`config.mk`:
```
export PLATFORM = sky130hd
export DESIGN_NAME = bincnt_chain
export DESIGN_NICKNAME = d
export VERILOG_FILES = /design/src/rtl/cnt_pkg.sv /design/src/rtl/bincnt_allones.sv /design/src/rtl/bincnt_stage.sv /design/src/rtl/bincnt_chain.sv
export SDC_FILE = /design/constraint.sdc
export NUM_CORES = 1
export LEC_CHECK = 0
export BUFFER_PORTS_ARGS = -buffer_cell sky130_fd_sc_hd__buf_2
export CAP_MARGIN = 30
export CORE_AREA = 4 4 41 43
export CTS_CLUSTER_DIAMETER = 50
export DETAILED_ROUTE_END_ITERATION = 7
export DIE_AREA = 0 0 45 47
export HOLD_SLACK_MARGIN = 0.12
export PLACE_DENSITY = 0.65
export SLEW_MARGIN = 15
export SYNTH_ARGS = -nofsm -noshare
export SYNTH_HDL_FRONTEND = slang
export SYNTH_SLANG_ARGS = --single-unit
```
`constraint.sdc`:
```
create_clock -name clk -period 2.5 [get_ports clk]
set_clock_uncertainty 0.15 [all_clocks]
set_input_delay 0.5 -clock clk [delete_from_list [all_inputs] [get_ports clk]]
set_output_delay 0.5 -clock clk [all_outputs]
set_load 0.01 [all_outputs]
```
`src/rtl/cnt_pkg.sv`:
```
package cnt_pkg;

   typedef enum logic [1:0] {
      OP_HOLD  = 2'd0,
      OP_INC   = 2'd1,
      OP_LOAD  = 2'd2,
      OP_CLEAR = 2'd3
   } cnt_op_e;

   // Priority: clear, then load (ignores enable), then increment, then hold.
   function automatic cnt_op_e pick_op(input logic clr, input logic ld, input logic en);
      if (clr)      return OP_CLEAR;
      else if (ld)  return OP_LOAD;
      else if (en)  return OP_INC;
      else          return OP_HOLD;
   endfunction

endpackage

```
`src/rtl/bincnt_allones.sv`:
```
module bincnt_allones #(
   parameter int unsigned WIDTH = 4,
   parameter int unsigned GROUP = 4
) (
   input  logic [WIDTH-1:0] vec,
   output logic             all
);
   localparam int unsigned GROUPS = (WIDTH + GROUP - 1) / GROUP;
   localparam int unsigned PADW   = GROUPS * GROUP;

   if (WIDTH < 1) begin : g_bad_width
      $error("bincnt_allones: WIDTH must be at least 1");
   end
   if (GROUP < 2) begin : g_bad_group
      $error("bincnt_allones: GROUP must be at least 2");
   end

   if (WIDTH <= GROUP) begin : g_flat
      assign all = &vec;
   end else begin : g_tree
      logic [PADW-1:0]   padded;
      logic [GROUPS-1:0] part;

      always_comb begin
         padded            = '1;
         padded[WIDTH-1:0] = vec;
      end

      for (genvar g = 0; g < GROUPS; g++) begin : g_part
         assign part[g] = &padded[g*GROUP +: GROUP];
      end

      assign all = &part;
   end
endmodule

```
`src/rtl/bincnt_stage.sv`:
```
module bincnt_stage
   import cnt_pkg::*;
#(
   parameter int unsigned WIDTH = 4
) (
   input  logic             clk,
   input  logic             rst,
   input  logic             ld,
   input  logic             ce,
   input  logic [WIDTH-1:0] d,
   output logic [WIDTH-1:0] q,
   output logic             tc,
   output logic             ceo
);
   if (WIDTH < 2) begin : g_bad_width
      $error("bincnt_stage: WIDTH must be at least 2");
   end

   localparam logic [WIDTH-1:0] ONE = WIDTH'(1);

   logic [WIDTH-1:0] q_r = '0;
   cnt_op_e          op;

   always_comb op = pick_op(rst, ld, ce);

   always_ff @(posedge clk) begin
      case (op)
         OP_CLEAR: q_r <= '0;
         OP_LOAD:  q_r <= d;
         OP_INC:   q_r <= q_r + ONE;
         default:  q_r <= q_r;
      endcase
   end

   bincnt_allones #(.WIDTH(WIDTH), .GROUP(4)) u_tc (
      .vec (q_r),
      .all (tc)
   );

   assign ceo = tc & ce;
   assign q   = q_r;

   p_clear_r1: assert property (@(posedge clk) rst |=> (q == '0 && !tc));
   p_load_r2:  assert property (@(posedge clk) disable iff (rst)
                  ld |=> q == $past(d));
   p_inc_r3:   assert property (@(posedge clk) disable iff (rst)
                  (!ld && ce) |=> q == $past(q) + ONE);
   p_hold_r4:  assert property (@(posedge clk) disable iff (rst)
                  (!ld && !ce) |=> $stable(q));
   p_tc_r5:    assert property (@(posedge clk) disable iff (rst)
                  (q == '1) == tc);
   p_ceo_r6:   assert property (@(posedge clk) disable iff (rst)
                  !ce |-> !ceo);
   p_wrap_r7:  assert property (@(posedge clk) disable iff (rst)
                  (!ld && ceo) |=> (q == '0 && !tc));
endmodule

```
`src/rtl/bincnt_chain.sv`:
```
module bincnt_chain #(
   parameter int unsigned STAGE_W = 4,
   parameter int unsigned STAGES  = 2
) (
   input  logic                         clk,
   input  logic                         rst,
   input  logic                         load,
   input  logic                         cnt_en,
   input  logic [STAGE_W*STAGES-1:0]    din,
   output logic [STAGE_W*STAGES-1:0]    count,
   output logic                         term,
   output logic                         en_out
);
   localparam int unsigned TOTAL_W = STAGE_W * STAGES;
   localparam logic [TOTAL_W-1:0] ONE = TOTAL_W'(1);

   if (STAGE_W < 2) begin : g_bad_w
      $error("bincnt_chain: STAGE_W must be at least 2");
   end
   if (STAGES < 1) begin : g_bad_n
      $error("bincnt_chain: STAGES must be at least 1");
   end

   logic [STAGES:0]   carry;
   logic [STAGES-1:0] stage_tc;

   assign carry[0] = cnt_en;

   for (genvar i = 0; i < STAGES; i++) begin : g_stage
      bincnt_stage #(.WIDTH(STAGE_W)) u_stage (
         .clk (clk),
         .rst (rst),
         .ld  (load),
         .ce  (carry[i]),
         .d   (din[i*STAGE_W +: STAGE_W]),
         .q   (count[i*STAGE_W +: STAGE_W]),
         .tc  (stage_tc[i]),
         .ceo (carry[i+1])
      );
   end

   assign term   = &stage_tc;
   assign en_out = carry[STAGES];

   p_chain_inc_r8:  assert property (@(posedge clk) disable iff (rst)
                       (!load && cnt_en) |=> count == $past(count) + ONE);
   p_chain_hold_r4: assert property (@(posedge clk) disable iff (rst)
                       (!load && !cnt_en) |=> $stable(count));
   p_chain_term_r5: assert property (@(posedge clk) disable iff (rst)
                       term == (count == '1));
   p_chain_eo_r6:   assert property (@(posedge clk) disable iff (rst)
                       en_out == (term && cnt_en));
   p_chain_clr_r1:  assert property (@(posedge clk)
                       rst |=> (count == '0 && !term && !en_out));
endmodule

```
# Word-level counts from Yosys, hierarchy flattened
# Cells that the tools add are included.
totals:
  word_cells: 25
  ff_bits: 8
  output_inout_bits: 10
classes:
  n_eq_ne: 6
  n_mux: 8
  reduce_logical: 5
  bitwise: 2
  add_sub_neg: 2
ops:
  columns: ["cell", "count"]
  rows:
  - ["$pmux W4 S3", 2]
  - ["$add A4 B1 Y4 const B", 2]
  - ["$eq A2 B2 Y1 const B", 4]
  - ["$mux W2", 4]
  - ["$reduce_and A4 Y1", 2]
  - ["$reduce_and A8 Y1", 1]
  - ["$reduce_bool A3 Y1", 2]
  - ["$eq A2 B1 Y1 const B", 2]
  - ["$and A1 B1 Y1", 2]
  - ["$mux W1", 2]

# Longest topological paths before layout
depth:
  ltp_word: 7
  mapped_depth: 4
  depth_no_buf: 4

# Modules after synthesis
# A second synthesis with hierarchy kept.
hier_totals:
  cells_unflattened: 61
  hier_area_um2: 616.8
modules_own_cells:
  columns: ["module", "n_inst", "cells_each", "area_per_inst_um2", "seq_area_each_um2"]
  rows:
  - ["bincnt_stage", 2, 29, 296.5, 120.1]
  - ["bincnt_allones", 2, 1, 8.8, 0.0]
  - ["bincnt_chain", 1, 1, 6.3, 0.0]

# Worst setup path before layout
# Ideal clock, no wire load.
synth_timing:
  path_kind: "flip-flop to output port"
  start: "reg g_stage[0].u_stage.q_r[0]"
  end: "out en_out"
  slack_ns: 0.723
  t_arrival_ns: 1.127
  path_stages_with_launch: 5
  cell_sequence: "edfxtp_1 -> ha_1 -> nand3_1 -> nor2_1 -> and2_1"
synth_via:
  elab_chain_cells: 3
synth_rtl:
  columns: ["element", "line", "source"]
  rows:
  - ["from (decl)", "bincnt_stage.sv:21", "logic [WIDTH-1:0] q_r = '0;"]
  - ["from (signal assigned)", "bincnt_stage.sv:30", "OP_INC: q_r <= q_r + ONE;"]
  - ["from (signal assigned)", "bincnt_stage.sv:31", "default: q_r <= q_r;"]
  - ["$reduce_and A4 Y1", "bincnt_allones.sv:19", "assign all = &vec;"]
  - ["$and A1 B1 Y1 (2 in series)", "bincnt_stage.sv:40", "assign ceo = tc & ce;"]
  - ["to (decl)", "bincnt_chain.sv:12", "output logic en_out"]
# Every way passes these cells.

# Worst setup path after layout
# Same ends and word-level chain as after synthesis.

==> results by group <==
Worst setup path
  – Worst path arrival time: between 1 and 1.5 ns
  – Critical Path End Type: output pin
  – Worst EP required: around 1.9 ns
  – Setup CP Type: reg -> out
  – Worst Setup Start Kind: flip-flop
  – Crit Path Max Fanout: 4

Clocking
  – Postcts setup bufs: 0
  – CTS buffer count: 3
  – Clock Sinks: 8
  – Worst skew pair latency: around 0.25 ns
  – Root Buffer: clkbuf_4
  – CTS H-tree lvls: 1
  – Clock-pin slew on the worst setup and hold paths: ~0.050 ns
  – CTS tree: built
  – Hold_buf cts: 0
  – CTS resizes: 0
  – CTS Buffer Depth: 2

Finish
  – Area delta synth->final: 29.4%
  – Final instance area: a little over 600 um2
  – Post-layout nets: 82
  – # fillers: 143
  – Multi-input logic area: roughly 220 um2
  – Antenna Cells: 0
  – Share of cells above drive strength 1: a little over a third
  – Reg area: between 200 and 250 um2
  – Max reg flops: 8

Floorplanning
  – Die W: roughly 45 um
  – Die Ht: approximately 47 um
  – Starting Density: a little over a third
  – Ports: 22
  – Row Count: 13
  – Total die area: approximately 2100 um2
  – Core ar.: roughly 1300 um2

Power and ir drop
  – Peak VDD IR: around 0.28 mV
  – Leakage: a little under 0.3 nW
  – PwrDens: approximately 520 nW/um2

Drt
  – Vias per cell: 5.40
  – Total Wirelength: 1.09 mm
  – Antenna-violating nets left: 0
  – Drt first pass iters: 4
  – # DRC: 0
  – DR vias: approximately 440
  – Initial DRC Count: 7
  – Routed WL per cell: around 13 um

Timing
  – Relative slew slack: 66.2%
  – Crit share post-route: 80.7%
  – Setup_tns: 0 ns
  – Fin. Hold Viols: 0
  – Final Setup Violations: 0
  – Final Max Slew Viols: 0
  – Unrepaired setup endpoints after global routing: no
  – Minimum clock period: between 2 and 2.5 ns
  – Maximum clock rate: ~0.50 GHz
  – Pin slew with the least headroom to its limit: 0.502 ns

Min path
  – Hold Crit Class: in -> reg

GRT
  – Initial antenna violation count: 0
  – Vias in the first global route: about 400
  – Global-route wire length before repair: around 1.7 mm
  – Gr ovfl total: 0
  – Gr usage total: 11.5%
  – Largest net degree at the start of global routing: 11

Run status
  – Status: complete, no violations

Synth
  – Ys Warns: 0
  – Cell Area, Synth: between 400 and 500 um2
  – Synthesized flop and latch total: 8
  – Post-synth net total: 57
  – Post-synthesis instance total: 43
  – Sequential area share after synthesis: between 50% and 60%
  – Synthesized area per cell: 11.0 um2
  – Number of distinct library cells after synthesis: 20

Job
  – Max Cap Violations: 0

Placement
  – Port Buf Inserts: 21
  – Routability congestion estimate: roughly 0.73
  – Post-DP HPWL: around 800 um
  – Post-DP Area: between 500 and 600 um2
==> metal layers <==
layer | GRT usage, % | vias to the layer above | wire [um]
li1 | - | 213 | -
met1 | 14.9 | 207 | 523
met2 | 16.7 | 15 | 491
met3 | 2.30 | 2 | 67
met4 | 8.77 | 0 | 9
met5 | 0 | - | 0
==> power breakdown <==
| part | internal [W] | switching, W | leakage [nW] |
|---|---|---|---|
| combinational | 0.0000247 | 0.0000270 | 0.187 |
| sequential | 0.000159 | 0.0000103 | 0.0898 |
| clock | 0.0000549 | 0.0000427 | 0.0138 |
| total | 0.000239 | 0.0000801 | 0.291 |
==> layout by cell type (no fill, tap or decap), types with 2 or more instances in the layout <==
cell      count
a22oi_1       3
ha_1          2
xor2_1        2
edfxtp_1      8
clkbuf_4      3
nor2_1        6
nand3_1       4
buf_2        21
nor2b_1       2
a22o_1        4
==> cells by family after synthesis <==
logic type      share of synthesized area [%]
flops                                    50.8
buf+inv                                  2.38
xor+xnor                                 5.56
fa+ha+maj                                5.29
simple gates                             21.7
compound gates                           14.3
==> path summary, 6_finish.rpt <==
kind	startpoint	endpoint	slack [ns]	cells past startpoint
hold / removal	din[4]	g_stage[1].u_stage.q[0]	0.40	2
hold reg to reg	g_stage[1].u_stage.q[0]	g_stage[1].u_stage.q[0]	0.58	2
setup reg to reg	g_stage[0].u_stage.q[0]	g_stage[1].u_stage.q[1]	0.83	4
setup / recovery	g_stage[0].u_stage.q[0]	en_out	0.48	5
==> area by class of cell <==
| class | instances | share of cell area (%) |
|---|---|---|
| inverters | 1 | 0.613 |
| multi-input cells | 33 | 36.2 |
| clock buffers | 3 | 3.68 |
| repair buffers | 21 | 17.2 |
| well taps | 15 | 3.07 |
| flip-flops and latches | 8 | 39.3 |
==> worst max-delay path: stages (launching register included) <==
cell and delay, ns:
edfxtp_1 0.43, ha_1 0.27, nand3_1 0.09, nor2_1 0.05, and2_1 0.14, buf_2 0.13
==> cells in the mapped netlist <==
cell type	number	area share, %
nor2b_1	2	2.6
a22o_1	4	7.4
xnor2_1	1	1.9
xor2_1	2	3.7
nand2_1	1	0.79
or3_1	1	1.3
nor3_1	1	1.1
edfxtp_1	8	51
nand3_1	4	4.2
buf_4	1	1.6
inv_1	1	0.79
a22oi_1	3	4.8
and2_1	1	1.3
or2b_1	1	1.6
nor2_1	6	4.8
nor4_1	1	1.3
and3_1	1	1.3
a221o_1	1	2.1
nand4_1	1	1.3
ha_1	2	5.3
==> metrics by stage <==
stage	setup WS (ns)	hold slack, ns	utilization (%)	power, W	cells
after CTS	0.470	0.387	47.0	0.000322	81
after detailed placement	0.745	0.556	45.3	0.000224	78
final	0.482	0.396	47.0	0.000319	81
after global placement	0.747	0.548	45.3	0.000223	78
after global routing	0.378	0.394	47.0	0.000335	81
after floorplan	0.723	0.535	-	0.000199	43
Note: power is estimated with default switching activity, not from simulation.
